--- config.mk ---
export PLATFORM = sky130hd
export DESIGN_NAME = wr_status_rd
export DESIGN_NICKNAME = d
export VERILOG_FILES = /design/src/rtl/wr_status_pkg.sv /design/src/rtl/wr_status_tog.sv /design/src/rtl/wr_status_compose.sv /design/src/rtl/wr_status_oreg.sv /design/src/rtl/wr_status_rd.sv
export SDC_FILE = /design/constraint.sdc
export NUM_CORES = 1
export LEC_CHECK = 0
export CAP_MARGIN = 10
export CORE_MARGIN = 2
export CORE_UTILIZATION = 25
export CTS_CLUSTER_DIAMETER = 60
export DETAILED_ROUTE_END_ITERATION = 8
export PLACE_DENSITY = 0.63
export SLEW_MARGIN = 25
export SYNTH_ARGS = -nofsm -noshare
export SYNTH_HDL_FRONTEND = slang
export SYNTH_HIERARCHICAL = 1
export SYNTH_SLANG_ARGS = --single-unit
--- constraint.sdc ---
create_clock -name clk -period 1.7 [get_ports clk]
set_clock_uncertainty 0.15 [all_clocks]
set_input_delay 0.51 -clock clk [delete_from_list [all_inputs] [get_ports clk]]
set_output_delay 0.51 -clock clk [all_outputs]
set_load 0.01 [all_outputs]
--- src/rtl/wr_status_pkg.sv ---
package wr_status_pkg;

   // Source for the status bits that carry no progress information
   typedef enum logic {
      FILL_LAST  = 1'b0,
      FILL_ARRAY = 1'b1
   } fill_e;

   // Mask with ones on every bit except the two indicator positions
   function automatic logic [31:0] other_mask(input int width, input int pbit, input int tbit);
      logic [31:0] m;
      m = '0;
      for (int i = 0; i < width; i++) begin
         if (i != pbit && i != tbit) m[i] = 1'b1;
      end
      return m;
   endfunction

endpackage

--- src/rtl/wr_status_tog.sv ---
module wr_status_tog #(
   parameter logic TOG_INIT = 1'b0
) (
   input  logic clk,
   input  logic rst_n,
   input  logic adv,
   output logic tog
);
   always_ff @(posedge clk) begin
      if (!rst_n)   tog <= TOG_INIT;
      else if (adv) tog <= ~tog;
   end
endmodule

--- src/rtl/wr_status_compose.sv ---
module wr_status_compose
   import wr_status_pkg::*;
#(
   parameter int    DATA_W   = 8,
   parameter int    POLL_BIT = 7,
   parameter int    TOG_BIT  = 6,
   parameter fill_e FILL     = FILL_LAST
) (
   input  logic              busy,
   input  logic              tog,
   input  logic [DATA_W-1:0] last_wr,
   input  logic [DATA_W-1:0] arr_data,
   output logic [DATA_W-1:0] value
);
   logic [DATA_W-1:0] stat;

   for (genvar i = 0; i < DATA_W; i++) begin : g_bit
      if (i == POLL_BIT) begin : g_poll
         assign stat[i] = ~last_wr[i];
      end else if (i == TOG_BIT) begin : g_tog
         assign stat[i] = tog;
      end else if (FILL == FILL_LAST) begin : g_fill_last
         assign stat[i] = last_wr[i];
      end else begin : g_fill_arr
         assign stat[i] = arr_data[i];
      end
   end

   assign value = busy ? stat : arr_data;
endmodule

--- src/rtl/wr_status_oreg.sv ---
module wr_status_oreg #(
   parameter int DATA_W = 8
) (
   input  logic              clk,
   input  logic              rst_n,
   input  logic              load,
   input  logic [DATA_W-1:0] d,
   output logic [DATA_W-1:0] q
);
   always_ff @(posedge clk) begin
      if (!rst_n)    q <= '0;
      else if (load) q <= d;
   end
endmodule

--- src/rtl/wr_status_rd.sv ---
module wr_status_rd
   import wr_status_pkg::*;
#(
   parameter int    DATA_W   = 8,
   parameter int    POLL_BIT = 7,
   parameter int    TOG_BIT  = 6,
   parameter logic  TOG_INIT = 1'b0,
   parameter fill_e FILL     = FILL_LAST
) (
   input  logic              clk,
   input  logic              rst_n,
   input  logic              rd_stb,
   input  logic              busy,
   input  logic [DATA_W-1:0] last_wr,
   input  logic [DATA_W-1:0] arr_data,
   output logic [DATA_W-1:0] rd_data
);
   localparam int MIN_W = 2;

   if (DATA_W < MIN_W) begin : g_bad_w
      $error("wr_status_rd: DATA_W too small");
   end
   if (POLL_BIT >= DATA_W || TOG_BIT >= DATA_W || POLL_BIT < 0 || TOG_BIT < 0) begin : g_bad_pos
      $error("wr_status_rd: indicator bit outside data width");
   end
   if (POLL_BIT == TOG_BIT) begin : g_bad_same
      $error("wr_status_rd: indicator bits must differ");
   end

   logic              tog;
   logic              adv;
   logic [DATA_W-1:0] nxt;

   assign adv = rd_stb & busy;

   wr_status_tog #(.TOG_INIT(TOG_INIT)) u_tog (
      .clk   (clk),
      .rst_n (rst_n),
      .adv   (adv),
      .tog   (tog)
   );

   wr_status_compose #(
      .DATA_W   (DATA_W),
      .POLL_BIT (POLL_BIT),
      .TOG_BIT  (TOG_BIT),
      .FILL     (FILL)
   ) u_comp (
      .busy     (busy),
      .tog      (tog),
      .last_wr  (last_wr),
      .arr_data (arr_data),
      .value    (nxt)
   );

   wr_status_oreg #(.DATA_W(DATA_W)) u_oreg (
      .clk   (clk),
      .rst_n (rst_n),
      .load  (rd_stb),
      .d     (nxt),
      .q     (rd_data)
   );
endmodule

Word-level counts from Yosys, hierarchy flattened:

Index checks and enable logic that the tools add are counted.

* flip-flop bits (word level): 9
* input bits: 20

* muxes and demuxes: 1
* bitwise gates (word level): 3

Operators with widths (number)
* 2-to-1 mux 8 bit: 1
* inverter 1 bit: 2
* AND 1 bit: 1

Logic depth before layout (Yosys ltp):

* depth in word-level cells: 2
* depth in mapped cells: 4
* gate-level depth less buffers: 4

By module:

Netlist, hierarchy kept.

Modules (own cells, without submodules)
* wr_status_oreg: times used 1, cells an instance 25, area each 301.5 um^2, sequential area each 160.2 um^2
* wr_status_compose: times used 1, cells an instance 10, area each 130.1 um^2, sequential area each 0.0 um^2
* wr_status_tog: times used 1, cells an instance 3, area each 35.0 um^2, sequential area each 20.0 um^2
* wr_status_rd: times used 1, cells an instance 1, area each 6.3 um^2, sequential area each 0.0 um^2

Least setup slack after synthesis:

OpenSTA, ideal clock, no wires.

* path kind: input -> register
* from: in busy
* to: reg u_oreg.q[0]
* arrival time: 1.098 ns
* path slack: 0.336 ns
* stages on the path: 4
* buffers on the path: 1
* cells stage by stage: buf_6 mux2_4 mux2i_1 nor2b_1

* word-level cells in the longest chain between the ends: 1

Ends and longest elaborated chain
* from (decl): line wr_status_rd.sv:13 `input logic busy,`
* 2-to-1 mux 8 bit: line wr_status_compose.sv:29 `assign value = busy ? stat : arr_data;`
* via nxt[0]: line wr_status_rd.sv:32 `logic [DATA_W-1:0] nxt;`
* to (signal assigned): line wr_status_oreg.sv:11 `if (!rst_n) q <= '0;`
* to (signal assigned): line wr_status_oreg.sv:12 `else if (load) q <= d;`
* to (decl): line wr_status_oreg.sv:8 `output logic [DATA_W-1:0] q`

The timed path passes the listed nets, and every way through them passes these cells.
A chain may end at the register's enable or synchronous reset.

Final worst setup path:

* from: in busy
* to: reg u_oreg.q[5]

Same word-level chain as after synthesis.

==> results.txt <==
The run finished with clean final reports. The run gives 0 as the DRC violation count after routing. The synthesized netlist occupies a cell area of 473 µm². The largest single stage delay on the critical path is 0.50 ns. The floorplan step set the die width to 47.5 µm. The tools report the number of levels the H-tree was split into as 1. Including well taps, the total number of placed cells is 92. The detailed router placed 375 vias in this run.

The total power draw is 0.537 mW, and the share of total power in combinational logic is 25.3%. Wire length of the first global-routing pass: 1500 µm. The total overflow left after global routing is 0. The tools report the top-level port count as 28. The largest net degree at the start of global routing is 10. The tightest min-delay check is of the reg -> reg type. Each instance of the synthesized netlist takes up on average 12.1 µm². The worst setup slack after layout was 0.0609 ns.

Setup repair after global routing left no endpoint under its margin. TritonCTS built the clock tree. Data on the critical path is required at its endpoint by 1.70 ns. Net switching is 23.7% of the power. At the later pin of the worst-skew pair, clock insertion delay measures 0.26 ns. The net switching component of the power was 0.127 mW; the post-synthesis compound-gate area fraction was 0%.

The post-synthesis cell type with the largest combined area is sky130_fd_sc_hd__dfxtp_1. The share of synthesized cell area in and, or, nand and nor gates was 13.2%; the number of buffers and inverters on the critical path was 2. The dominant combinational cell family by area after synthesis is multiplexers. The die is 47.5 µm tall.

In the final routed layout, each cell accounts on average for 10.9 µm. For the worst setup path, the data arrival time is 1.64 ns. The kind of end point of the critical path was a flop.

The relative max-transition margin is 82.5%, and the count of fill cells added during filler insertion is 184. Yosys attributes the largest share of cell area to sky130_fd_sc_hd__dfxtp_1, sky130_fd_sc_hd__mux2_4, sky130_fd_sc_hd__mux2i_1, sky130_fd_sc_hd__nor2b_1, sky130_fd_sc_hd__buf_6. The wire length reported by the detailed router was 1050 µm. Clock-pin slew reported for the worst setup and hold paths after clock tree synthesis: 0.06 ns.

At the end of routability-driven placement, the weighted congestion stood at 0.652. The final critical path time including I/O delays and setup was 1.64 ns; the iteration-0 DRC count of the detailed router was 1. The logs give 8 for the count of cell types in the netlist and 370 for the number of global-route vias before repair. The multi-input combinational cells in the finished layout cover a total of 267 µm².

Of all nets on the critical path, the largest fanout is 4. The top flip-flop cell by instance count after synthesis was sky130_fd_sc_hd__dfxtp_1. For the pin with the worst max-slew slack, the measured transition is 0.262 ns.

The number of max-capacitance violations reported came out at 0. In the synthesized netlist, the cells that appear most often are sky130_fd_sc_hd__dfxtp_1, sky130_fd_sc_hd__mux2i_1, sky130_fd_sc_hd__nor2b_1, sky130_fd_sc_hd__mux2_4. The tools report the number of failing hold endpoints at the final stage as 0.

For this design the ratio of total power to cell area is 677 mW/mm². The portion of total power attributed to sequential cells came out at 43.3%. In this run the deepest clock path goes through 2 buffers. The worst setup slack after placement came out at -0.239 ns.

From synthesis to final layout, the design area changed by 67.5%. The ratio of routed vias to standard cells came out at 3.91. The run gives 6 as the warning count from the yosys run.

The sequential element share of the synthesized area is 38.1%, and the sequential cell area in the final layout is 180 µm². In the final timing run, aggregate negative setup slack is 0 ns. For the number of buffers inserted by hold repair at cts, the log shows 0.

The worst setup path is of the in -> reg kind. The number of CTS-inserted buffers is 3, and the top-area cell type share of the netlist area is 38.1%. Before antenna repair, the detailed router went through 2 iterations. After technology mapping, the gate count stands at 39. Derived from the worst setup path, the maximum achievable clock frequency is 610 MHz. After Yosys synthesis, full adders, half adders and majority gates account for 0% of the synthesized area. The detail route stage leaves a number of antenna-violating nets equal to 0. The share of async-settable or async-resettable flops after synthesis was 0%; the worst hold slack after final layout was 0.362 ns. The total area inside the core boundary comes to 0.00175 mm². The floorplan row count was 15. The area enclosed by the die boundary is 0.00226 mm², and the worst ir drop on vdd is 0.282 mV.

STA classifies the critical path startpoint as an input pin. The initial utilization of the core area, before any placement, comes to 27.1%. Counting every net in the synthesized netlist gives 59. The tools report the number of standard cells in the layout, taps in and fillers out as 96. After Yosys synthesis, XOR and XNOR cells account for 1.85% of the synthesized area. The tools report the number of sinks handled by clock tree synthesis as 9. Per report_power, the clock group accounts for 31.4% of the total.

The critical path's slowest cell is sky130_fd_sc_hd__clkdlybuf4s50_1. Input and output buffers added on the ports amount to 26. Clock tree synthesis selected as its root buffer the cell sky130_fd_sc_hd__clkbuf_4. After synthesis the netlist holds a flip-flop and latch count of 9.

The tools report the number of antenna violations at the first check in global routing as 0. The signal on the critical path passes through clkdlybuf4s50_1, buf_4, mux2_4, mux2i_1, nor2b_1. For this run, the total global-route usage over all layers was measured as 10.1%.

The number of synthesized flops with an enable pin was 0. The repair_antennas step left the layout with diodes totalling 0. Internal power comes to 0.410 mW. The total leakage power was 0.381 nW; the final-report setup violation count was 0.

For this run, the post-layout net count is 92. In this design, the largest share of critical-path delay is due to buffers and inverters. The detailed-placement wirelength estimate is 814 µm, and the share of post-route cells with drive strength above 1 is 19.7%.

The tools report the number of pins exceeding their max-slew limit in the final report as 0. After clock tree synthesis, the setup repair step added 0 buffers. The multiplexer share of the synthesized area was 41.3%; the final period utilization was 96.4%.
placed cells by master, fill, tap and decap left out:
cell type / netlist / layout
sky130_fd_sc_hd__clkbuf_1: 0 / 1
sky130_fd_sc_hd__inv_1: 1 / 1
sky130_fd_sc_hd__buf_6: 2 / 1
sky130_fd_sc_hd__clkdlybuf4s50_1: 0 / 18
sky130_fd_sc_hd__mux2i_1: 9 / 9
sky130_fd_sc_hd__buf_4: 0 / 3
sky130_fd_sc_hd__dfxtp_1: 9 / 9
sky130_fd_sc_hd__mux2_4: 7 / 7
sky130_fd_sc_hd__and2_1: 2 / 2
sky130_fd_sc_hd__xor2_1: 1 / 1
sky130_fd_sc_hd__clkbuf_4: 0 / 3
sky130_fd_sc_hd__nor2b_1: 8 / 8
sky130_fd_sc_hd__dlygate4sd2_1: 0 / 8
kinds of logic (layout without fill, tap and decap cells):
| logic type | count (synthesis) | after routing |
|---|---|---|
| muxes | 16 | 16 |
| buffers and inverters | 3 | 35 |
| DFF | 9 | 9 |
| and+or+nand+nor | 10 | 10 |
| xor gates and xnor gates | 1 | 1 |
final cells by class:
class	instances	share of cell area, %
clock buffer	4	3.32
inverter	1	0.474
multi-input combinational	27	33.6
sequential	9	22.7
tap	25	3.95
timing repair buffer	30	35.9
path summary, 6_finish.rpt:
kind,start,to,slack [ns],cells after the start
setup reg to reg,u_tog/tog,u_oreg/q[6],0.69,3
hold reg to reg,u_oreg/q[0],u_oreg/q[0],0.36,2
setup / recovery,busy,u_oreg/q[5],0.06,5
hold / removal,u_oreg/q[0],u_oreg/q[0],0.36,2
flip-flops by register name, summed over array words and instances, names as in the netlist:
| name | flops |
|---|---|
| u_oreg/q | 8 |
| u_tog/tog | 1 |
worst register-to-register path: cells and delay by family, from the launching register on:
kind,cells,cell delay [ns]
mux,2,0.38
flops,1,0.32
simple gates,1,0.06
metrics by stage:
stage | instance area (µm²) | util, %
2_1_floorplan | 473 | -
3_3_place_gp | 772 | 44.2
3_5_place_dp | 772 | 44.2
4_1_cts | 788 | 45.2
5_1_grt | 792 | 45.4
6_report | 792 | 45.4
power by group through the flow:
stage | clock (mW) | combinational, mW | sequential, mW
5_1_grt | 0.187 | 0.146 | 0.234
3_5_place_dp | 0 | 0.144 | 0.238
4_1_cts | 0.176 | 0.137 | 0.233
2_1_floorplan | 0 | 0.0611 | 0.244
6_report | 0.169 | 0.136 | 0.232
3_3_place_gp | 0 | 0.143 | 0.238
repair_timing:
action / 4_1_cts / 5_1_grt
gates resized for setup: 8 / 1
endpoints found under the setup margin: 8 / 3
pin swaps: 0 / 0
cloned: 0 / 0
per-layer routing:
metal | global-route usage (%) | share of wire, %
met5 | 0 | 0
met4 | 10.0 | 1.1
met3 | 2.64 | 8.9
met2 | 14.3 | 46
met1 | 11.9 | 44
Note: power is estimated with default switching activity, not from simulation.
